### src/rtl/vsw_pkg.sv
package vsw_pkg;

   typedef enum logic {
      SEL_RX = 1'b0,
      SEL_TX = 1'b1
   } sel_e;

   localparam int unsigned PATH_RX = 0;
   localparam int unsigned PATH_TX = 1;
   localparam int unsigned NPATH   = 2;

   function automatic sel_e talk_rule(input logic rx_act, input logic tx_act);
      return (rx_act && !tx_act) ? SEL_TX : SEL_RX;
   endfunction

endpackage

### src/rtl/vsw_level_det.sv
module vsw_level_det #(
   parameter int unsigned W        = 16,
   parameter int unsigned DECAY_SH = 5,
   parameter int unsigned HANG_N   = 64
) (
   input  logic                clk_i,
   input  logic                rst_ni,
   input  logic                stb_i,
   input  logic signed [W-1:0] smp_i,
   input  logic [W-1:0]        thr_i,
   output logic                act_o,
   output logic                act_nxt_o
);
   localparam int unsigned ACC_W = W + DECAY_SH + 1;
   localparam int unsigned HCW   = $clog2(HANG_N + 1);

   logic [W-1:0]     mag;
   logic [ACC_W-1:0] acc_q, acc_nxt, lvl;
   logic [HCW-1:0]   hang_q, hang_nxt;
   logic             above;

   always_comb begin
      mag     = smp_i[W-1] ? (~smp_i + 1'b1) : smp_i;
      acc_nxt = acc_q - (acc_q >> DECAY_SH) + ACC_W'(mag);
      lvl     = acc_nxt >> DECAY_SH;
      above   = lvl > ACC_W'(thr_i);
      if (above)
         hang_nxt = HCW'(HANG_N);
      else if (hang_q != '0)
         hang_nxt = hang_q - 1'b1;
      else
         hang_nxt = hang_q;
   end

   always_ff @(posedge clk_i or negedge rst_ni) begin
      if (!rst_ni) begin
         acc_q  <= '0;
         hang_q <= '0;
      end else if (stb_i) begin
         acc_q  <= acc_nxt;
         hang_q <= hang_nxt;
      end
   end

   assign act_o     = (hang_q != '0);
   assign act_nxt_o = (hang_nxt != '0);

endmodule

### src/rtl/vsw_talk_sel.sv
module vsw_talk_sel
   import vsw_pkg::*;
(
   input  logic clk_i,
   input  logic rst_ni,
   input  logic stb_i,
   input  logic rx_act_i,
   input  logic tx_act_i,
   output sel_e sel_o
);
   sel_e sel_q;

   always_ff @(posedge clk_i or negedge rst_ni) begin
      if (!rst_ni)
         sel_q <= SEL_RX;
      else if (stb_i)
         sel_q <= talk_rule(rx_act_i, tx_act_i);
   end

   assign sel_o = sel_q;

endmodule

### src/rtl/vsw_atten.sv
module vsw_atten #(
   parameter int unsigned W  = 16,
   parameter int unsigned SH = 1
) (
   input  logic                en_i,
   input  logic signed [W-1:0] x_i,
   output logic signed [W-1:0] y_o
);
   if (SH == 0) begin : g_pass
      logic unused_en;
      assign unused_en = en_i;
      assign y_o       = x_i;
   end else begin : g_shift
      assign y_o = en_i ? (x_i >>> SH) : x_i;
   end

endmodule

### src/rtl/vsw_att_ctrl.sv
module vsw_att_ctrl
   import vsw_pkg::*;
#(
   parameter int unsigned SMP_W    = 16,
   parameter int unsigned DECAY_SH = 5,
   parameter int unsigned HANG_N   = 64,
   parameter int unsigned ATT_SH   = 1
) (
   input  logic                    clk_i,
   input  logic                    rst_ni,
   input  logic                    smp_vld_i,
   input  logic signed [SMP_W-1:0] rx_in_i,
   input  logic signed [SMP_W-1:0] tx_in_i,
   input  logic [SMP_W-1:0]        thr_i,
   input  logic                    damp_en_ni,
   output logic signed [SMP_W-1:0] rx_out_o,
   output logic signed [SMP_W-1:0] tx_out_o,
   output logic                    out_vld_o,
   output logic                    rx_act_o,
   output logic                    tx_act_o,
   output logic                    rx_att_o,
   output logic                    tx_att_o
);
   if (SMP_W < 4)          begin : g_bad_w     $error("SMP_W must be at least 4");       end
   if (DECAY_SH < 1)       begin : g_bad_decay $error("DECAY_SH must be at least 1");    end
   if (HANG_N < 1)         begin : g_bad_hang  $error("HANG_N must be at least 1");      end
   if (ATT_SH >= SMP_W)    begin : g_bad_sh    $error("ATT_SH must be below SMP_W");     end

   logic signed [SMP_W-1:0] path_in  [NPATH];
   logic signed [SMP_W-1:0] path_att [NPATH];
   logic [NPATH-1:0]        path_act, path_act_nxt, path_en;
   sel_e                    sel_q;
   logic                    damp_on;

   assign path_in[PATH_RX] = rx_in_i;
   assign path_in[PATH_TX] = tx_in_i;
   assign damp_on          = !damp_en_ni;

   vsw_talk_sel i_sel (
      .clk_i    (clk_i),
      .rst_ni   (rst_ni),
      .stb_i    (smp_vld_i),
      .rx_act_i (path_act_nxt[PATH_RX]),
      .tx_act_i (path_act_nxt[PATH_TX]),
      .sel_o    (sel_q)
   );

   assign path_en[PATH_RX] = damp_on && (sel_q == SEL_RX);
   assign path_en[PATH_TX] = damp_on && (sel_q == SEL_TX);

   for (genvar p = 0; p < NPATH; p++) begin : g_path
      vsw_level_det #(
         .W        (SMP_W),
         .DECAY_SH (DECAY_SH),
         .HANG_N   (HANG_N)
      ) i_det (
         .clk_i     (clk_i),
         .rst_ni    (rst_ni),
         .stb_i     (smp_vld_i),
         .smp_i     (path_in[p]),
         .thr_i     (thr_i),
         .act_o     (path_act[p]),
         .act_nxt_o (path_act_nxt[p])
      );

      vsw_atten #(
         .W  (SMP_W),
         .SH (ATT_SH)
      ) i_att (
         .en_i (path_en[p]),
         .x_i  (path_in[p]),
         .y_o  (path_att[p])
      );
   end

   always_ff @(posedge clk_i or negedge rst_ni) begin
      if (!rst_ni) begin
         rx_out_o  <= '0;
         tx_out_o  <= '0;
         rx_att_o  <= 1'b0;
         tx_att_o  <= 1'b0;
         out_vld_o <= 1'b0;
      end else begin
         out_vld_o <= smp_vld_i;
         if (smp_vld_i) begin
            rx_out_o <= path_att[PATH_RX];
            tx_out_o <= path_att[PATH_TX];
            rx_att_o <= path_en[PATH_RX];
            tx_att_o <= path_en[PATH_TX];
         end
      end
   end

   assign rx_act_o = path_act[PATH_RX];
   assign tx_act_o = path_act[PATH_TX];

endmodule

### config.mk
export PLATFORM = sky130hd
export DESIGN_NAME = vsw_att_ctrl
export DESIGN_NICKNAME = d
export VERILOG_FILES = /design/src/rtl/vsw_pkg.sv /design/src/rtl/vsw_level_det.sv /design/src/rtl/vsw_talk_sel.sv /design/src/rtl/vsw_atten.sv /design/src/rtl/vsw_att_ctrl.sv
export SDC_FILE = /design/constraint.sdc
export NUM_CORES = 1
export LEC_CHECK = 0
export BUFFER_PORTS_ARGS = -buffer_cell sky130_fd_sc_hd__buf_2
export CAP_MARGIN = 20
export CORE_ASPECT_RATIO = 1.75
export CORE_MARGIN = 8
export CORE_UTILIZATION = 50
export CTS_CLUSTER_SIZE = 25
export DETAILED_ROUTE_END_ITERATION = 8
export PLACE_DENSITY = 0.7
export SYNTH_ARGS = -nofsm -noshare
export SYNTH_HDL_FRONTEND = slang
export SYNTH_SLANG_ARGS = --single-unit
export TNS_END_PERCENT = 5
### constraint.sdc
create_clock -name clk_i -period 4.8 [get_ports clk_i]
set_input_delay 0.24 -clock clk_i [delete_from_list [all_inputs] [get_ports clk_i]]
set_output_delay 0.24 -clock clk_i [all_outputs]
set_load 0.01 [all_outputs]
# Word level (Yosys, flattened, before mapping)
# Index checks and enable logic that the tools add are counted.
# W data, S select, Z words.
# totals
register_bits	94
in_bits	52
out_inout_bits	37
elab_cells	41
# classes
addsub	8
order_cmp	2
mux	9
bitwise_logic	3
n_reduce_logical	9
# op_table
op	n
$add A22 B16 Y22	2
$sub A22 B17 Y22	2
$gt A17 B16 Y1	2
$add A16 B1 Y16 const B	2
$mux W16	2
$not A16 Y16	2
$mux W15	2
$mux W7	4
$reduce_bool A7 Y1	4
$sub A7 B1 Y7 const B	2
$logic_and A1 B1 Y1	3
$logic_not A1 Y1	2
$mux W1	1
$not A1 Y1	1

# Depth between registers and ports, before layout
# logic_depth
ltp_word	10
depth_mapped	28
depth_no_buf	28

# Modules after synthesis
# From an unflattened synthesis, not the netlist that was laid out.
# unflattened
cells_unflattened	927
area_unflattened_um2	8818.5
# modules_own_cells
mod	n_inst	cells_per_inst	area_per_inst_um2
vsw_level_det (g_path[1].i_det)	1	419	3498.4
vsw_level_det (g_path[0].i_det)	1	393	3335.7
vsw_att_ctrl	1	75	1452.6
vsw_atten	2	18	245.2
vsw_talk_sel	1	4	41.3

# Worst setup path before layout
# No wires, ideal clock.
# synth_path
path_kind	input port to flip-flop
from	in rx_in_i[0]
to	reg i_sel.sel_q (netlist: i_sel.sel_o)
setup_ns	0.130
arrival_time_ns	5.143
required_ns	4.670
path_slack_ns	-0.474
cell_stages	26
path_cell_list	nor3_1 nand2_1 or4_1 or2_2 o31ai_1 xor2_1 fa_1 inv_1 ha_1 buf_2 o21ai_0 nand2b_1 a22o_1 nor2_1 o211ai_1 a21o_1 a21oi_2 xnor2_1 ha_1 a21o_1 a2111oi_0 o21ai_0 a21oi_1 mux2_4 a211o_1 o21ai_2
# synth_via
elab_chain_len	9
# synth_rtl
element	line_no	source
start: declaration	vsw_att_ctrl.sv:12	input logic signed [SMP_W-1:0] rx_in_i,
$not A16 Y16	vsw_level_det.sv:23	mag = smp_i[W-1] ? (~smp_i + 1'b1) : smp_i;
$add A16 B1 Y16	vsw_level_det.sv:23	
$mux W16 (*)	vsw_level_det.sv:23	
$add A22 B16 Y22 (*)	vsw_level_det.sv:24	acc_nxt = acc_q - (acc_q >> DECAY_SH) + ACC_W'(mag);
net g_path[0].i_det.acc_nxt[19]	vsw_level_det.sv:18	logic [ACC_W-1:0] acc_q, acc_nxt, lvl;
$gt A17 B16 Y1 (*)	vsw_level_det.sv:26	above = lvl > ACC_W'(thr_i);
$mux W7 (*)	vsw_level_det.sv:27	if (above)
$reduce_bool A7 Y1 (*)	vsw_level_det.sv:46	assign act_nxt_o = (hang_nxt != '0);
$logic_and A1 B1 Y1 (*)	vsw_pkg.sv:13	return (rx_act && !tx_act) ? SEL_TX : SEL_RX;
$mux W1 (*)	vsw_pkg.sv:13	
end signal: assignment	vsw_talk_sel.sv:17	sel_q <= talk_rule(rx_act_i, tx_act_i);
end: declaration	vsw_talk_sel.sv:11	sel_e sel_q;
# Mark *: on every way through the listed nets, which the timed path passes. The rest lies on a longest branch.
# A chain may end at the register's enable or synchronous reset.

# Worst setup path after layout
# layout_path
from	in tx_in_i[1]
to	reg g_path[1].i_det.hang_q[4]
# layout_via
elab_chain_len	6
# layout_rtl
element	line_no	source
start: declaration	vsw_att_ctrl.sv:13	input logic signed [SMP_W-1:0] tx_in_i,
$not A16 Y16	vsw_level_det.sv:23	
$add A16 B1 Y16	vsw_level_det.sv:23	
$mux W16 (*)	vsw_level_det.sv:23	
$add A22 B16 Y22 (*)	vsw_level_det.sv:24	
net g_path[1].i_det.acc_nxt[19]	vsw_level_det.sv:18	
$gt A17 B16 Y1 (*)	vsw_level_det.sv:26	
$mux W7 (*)	vsw_level_det.sv:27	
end signal: assignment	vsw_level_det.sv:41	hang_q <= hang_nxt;
end: declaration	vsw_level_det.sv:19	logic [HCW-1:0] hang_q, hang_nxt;
# Marks and branches as above.

==> results by stage <==
STA:
- In the post-route analysis, the smallest setup slack over all paths is -281.4 ps.
- The headroom to the max-slew limit is 36.36%.
- On the final layout, the worst clock skew is 12.47 ps.
- The worst-case hold slack is -18.81 ps.
- Setup total negative slack on the finished layout was measured at -2921 ps.
- For the pin with the worst max-slew slack, the measured transition is 950.4 ps.
- The hold violation total from the final report is 32.
- The final critical path takes up 105.9% of the cycle.
- Counting I/O delays and the setup requirement, the final critical path takes 5081 ps.
- The max-slew violation count is 0.
- The final count of negative-setup-slack endpoints is 15.
- For this run, the top clock speed supported by timing is 196.8 MHz.
- Setup repair after global routing could not meet its margin everywhere.

Layout:
- Relative to the synthesized area, the layout overhead comes to 31.92%.
- The number of standard cells in the layout, taps in and fillers out is 1435.
- The number of nets in the final layout is 1369.
- After filler insertion, the fill cell instance count of the layout stands at 1359.
- Cells with a size suffix above 1 make up 31.46% of the layout.
- The number of diodes added for antenna fixing is 0.

Synth:
- The cell taking the most area after synthesis is sky130_fd_sc_hd__dfrtp_1.
- The post-synthesis cell type count is 68.
- In this run, synthesis inferred 0 flip-flops with an integrated enable.
- The post-synthesis async set-or-reset flop share is 100.0%.
- The sequential area share after synthesis is 27.83%.
- In the synthesized netlist, the number of instances is 964.
- The summed instance area of the synthesized netlist is 8452 sq um.
- For this run, the number of Yosys warnings is 0.
- Each instance of the synthesized netlist takes up on average 8.767 sq um.
- Among all flip-flop cells after synthesis, the most frequent one is sky130_fd_sc_hd__dfrtp_1.
- After synthesis, the cell types taking the most area are sky130_fd_sc_hd__dfrtp_1 28%, sky130_fd_sc_hd__ha_1 12%, sky130_fd_sc_hd__fa_1 7.6%, sky130_fd_sc_hd__inv_1 6.0%, sky130_fd_sc_hd__a21oi_1 4.4%.
- Counting every net in the synthesized netlist gives 1130.
- The flip-flop and latch count after synthesis is 94.
- After synthesis, the largest area contributor takes up 27.83% of total cell area.

Floorplan:
- The die is 114.3 um wide.
- The die is 188.0 um tall.
- The placeable core area is 16790 sq um.
- The total die area is 21480 sq um.
- 89 I/O pins were placed.
- The number of placement rows is 63.
- The initial standard-cell utilization of the core is 50.34%.

Status:
- The checks that failed: hold timing, setup timing.
- The run finished, with violations left.

Clock tree:
- The number of buffers created by CTS is 9.
- The clock drives 94 sinks.
- The clock transition time at the flip-flop clock pins of the worst setup and hold paths is 80 ps.
- The TritonCTS clock tree is built.
- The clock passes through at most 2 buffers.
- Clock latency on the worst-skew pair, taken at its later pin, is 350 ps.
- The cell chosen for the clock root is sky130_fd_sc_hd__clkbuf_16.
- The number of levels the H-tree was split into is 3.

Detailed routing:
- The routed layout has 7856 vias.
- The final routed wire length divided by cell count is 16.55 um.
- The count of nets left with antenna violations once routing finished came out at 0.
- The sum of routed wire length over all layers is 23.75 mm.
- The number of detailed-routing iterations run before antenna repair is 4.
- Using the TritonRoute via totals, the vias-per-cell ratio works out to 5.475.
- For this run, design rule violations remaining after detail routing come to 0.
- The detailed router's first-iteration violation count is 275.

Setup path:
- The type of the worst setup path is in2reg.
- Along the worst path, the maximum fanout reaches 6.
- STA classifies the critical path startpoint as an input pin.
- STA classifies the critical path endpoint as a flip-flop.
- The critical path required time is 5050 ps.
- The endpoint arrival time on the critical path is 5330 ps.

Place:
- The routability-driven placement congestion ratio is 0.9023.
- The detailed placement HPWL is 18.32 mm.
- At the placement stage, the worst setup path has a slack of -804.8 ps.
- Once placement completed, the tool counted placed cells totaling 1408.
- Input and output buffers added on the ports amount to 88.

Flow run:
- The tool flagged a number of max-cap violations equal to 0.

Hold path:
- The tightest min-delay check is of the in2async type.

GRT:
- Global routing used 22.85% of the available tracks.
- Entering global routing, the biggest net connects 72 pins.
- The first global-routing pass estimated 38.98 mm of wire.
- The initial antenna violation count is 0.
- The total overflow reported by the global router is 0.
- The via count of the first global-routing pass is 8432.
-- layout make-up --
cell class / instances / area [sq um] / share of cell area (%)
Clock inverter: 6 / 51.30 / 0.4601
Inverter: 136 / 515.5 / 4.624
Sequential cell: 94 / 2352 / 21.10
Timing Repair Buffer: 254 / 1724 / 15.46
Clock buffer: 10 / 239.0 / 2.143
Tap cell: 227 / 284.0 / 2.547
Multi-Input combinational cell: 708 / 5983 / 53.66
-- Yosys cell counts, types with 11 or more instances --
| library cell | number |
|---|---|
| sky130_fd_sc_hd__nor2b_1 | 11 |
| sky130_fd_sc_hd__or3_1 | 11 |
| sky130_fd_sc_hd__fa_1 | 32 |
| sky130_fd_sc_hd__inv_1 | 136 |
| sky130_fd_sc_hd__xnor2_1 | 30 |
| sky130_fd_sc_hd__nor3_1 | 11 |
| sky130_fd_sc_hd__clkbuf_1 | 16 |
| sky130_fd_sc_hd__ha_1 | 82 |
| sky130_fd_sc_hd__nand2b_1 | 13 |
| sky130_fd_sc_hd__a21oi_1 | 74 |
| sky130_fd_sc_hd__nand2_1 | 62 |
| sky130_fd_sc_hd__nor2_1 | 75 |
| sky130_fd_sc_hd__o21ai_0 | 54 |
| sky130_fd_sc_hd__mux2i_1 | 35 |
| sky130_fd_sc_hd__dfrtp_1 | 94 |
| sky130_fd_sc_hd__mux2_2 | 18 |
| sky130_fd_sc_hd__xor2_1 | 32 |
| sky130_fd_sc_hd__a21o_1 | 26 |
| sky130_fd_sc_hd__nand3_1 | 18 |
-- worst paths after layout --
check                                    startpoint                   endpoint  slack, ps  cells after the start
min in group clk_i                       rx_in_i[1]                rx_out_o[1]        210                      3
setup / recovery                         tx_in_i[1]  g_path[1].i_det.hang_q[4]       -280                     24
max in group asynchronous                    rst_ni                  out_vld_o       3790                      2
setup reg to reg           g_path[0].i_det.acc_q[1]                i_sel.sel_o         90                     22
hold / removal                               rst_ni                   rx_att_o        -20                      1
hold reg to reg                            tx_att_o                   tx_att_o        510                      1
-- worst max-delay path, stage by stage --
cell and delay, ps:
sky130_fd_sc_hd__buf_2 130, sky130_fd_sc_hd__inv_2 60, sky130_fd_sc_hd__ha_2 160, sky130_fd_sc_hd__nand2_1 70, sky130_fd_sc_hd__or3_4 330, sky130_fd_sc_hd__or3_4 420, sky130_fd_sc_hd__o21ai_4 190, sky130_fd_sc_hd__xor2_2 100
sky130_fd_sc_hd__fa_1 530, sky130_fd_sc_hd__inv_1 60, sky130_fd_sc_hd__ha_4 210, sky130_fd_sc_hd__a21o_1 180, sky130_fd_sc_hd__nor4_2 290, sky130_fd_sc_hd__a21oi_2 130, sky130_fd_sc_hd__a211o_1 300, sky130_fd_sc_hd__a21oi_4 190
sky130_fd_sc_hd__o21ai_1 110, sky130_fd_sc_hd__xnor2_1 150, sky130_fd_sc_hd__ha_1 350, sky130_fd_sc_hd__a21oi_1 200, sky130_fd_sc_hd__o211ai_1 170, sky130_fd_sc_hd__a21oi_4 250, sky130_fd_sc_hd__o2111ai_4 200, sky130_fd_sc_hd__o31ai_1 310
-- placed cells by master (no fill, tap or decap), types with 16 or more instances in the layout --
master and instances:
sky130_fd_sc_hd__inv_1 130, sky130_fd_sc_hd__buf_2 84, sky130_fd_sc_hd__xnor2_1 26, sky130_fd_sc_hd__mux2_2 18
sky130_fd_sc_hd__nand2_1 58, sky130_fd_sc_hd__nand3_1 16, sky130_fd_sc_hd__o21ai_0 40, sky130_fd_sc_hd__dfrtp_1 94
sky130_fd_sc_hd__a21oi_1 65, sky130_fd_sc_hd__nor2_1 70, sky130_fd_sc_hd__ha_1 73, sky130_fd_sc_hd__a21o_1 26
sky130_fd_sc_hd__xor2_1 27, sky130_fd_sc_hd__mux2i_1 35, sky130_fd_sc_hd__buf_4 166, sky130_fd_sc_hd__fa_1 32
-- state kept, by name, indices dropped and copies added, names as in the netlist --
name / flops
out_vld_o: 1
g_path.i_det.hang_q: 14
i_sel.sel_o: 1
rx_att_o: 1
rx_out_o: 16
tx_out_o: 16
g_path.i_det.acc_q: 44
tx_att_o: 1
-- repair_timing --
action                                  CTS  global route
endpoints found under the setup margin   15            15
pin swaps                                35            48
gates resized for setup                  46            58
setup buffers                             8             3
gates cloned                              0             0
hold buffers                              0             0
-- routing by layer --
metal  global-route usage [%]  vias up  part of all wire, %
li1                         -     3808                    -
met1                    22.00     3818                   35
met2                    44.82      162                   58
met3                    2.383       68                  2.4
met4                    13.09        0                  4.7
met5                        0        -                    0
-- stage by stage --
stage | util [%] | cell area [sq um]
floorplan | - | 8499
global placement | 61.33 | 10300
detailed placement | 61.33 | 10300
CTS | 64.80 | 10880
global route | 66.41 | 11150
finish | 66.41 | 11150
-- kinds of logic (layout without fill, tap and decap cells) --
logic type	after synthesis	count (layout)	share of synthesized area, %
DFF	94	94	27.83
and+or+nand+nor	235	235	13.47
muxes	54	54	6.721
adders and majority gates	114	114	19.72
buffers and inverters	162	406	7.313
AOI/OAI and AO/OA	242	242	18.25
xor gates and xnor gates	63	63	6.691
Power is left out: the tool's default activity adds up to more than one toggle a clock period on the data nets, which glitch-free logic cannot reach.
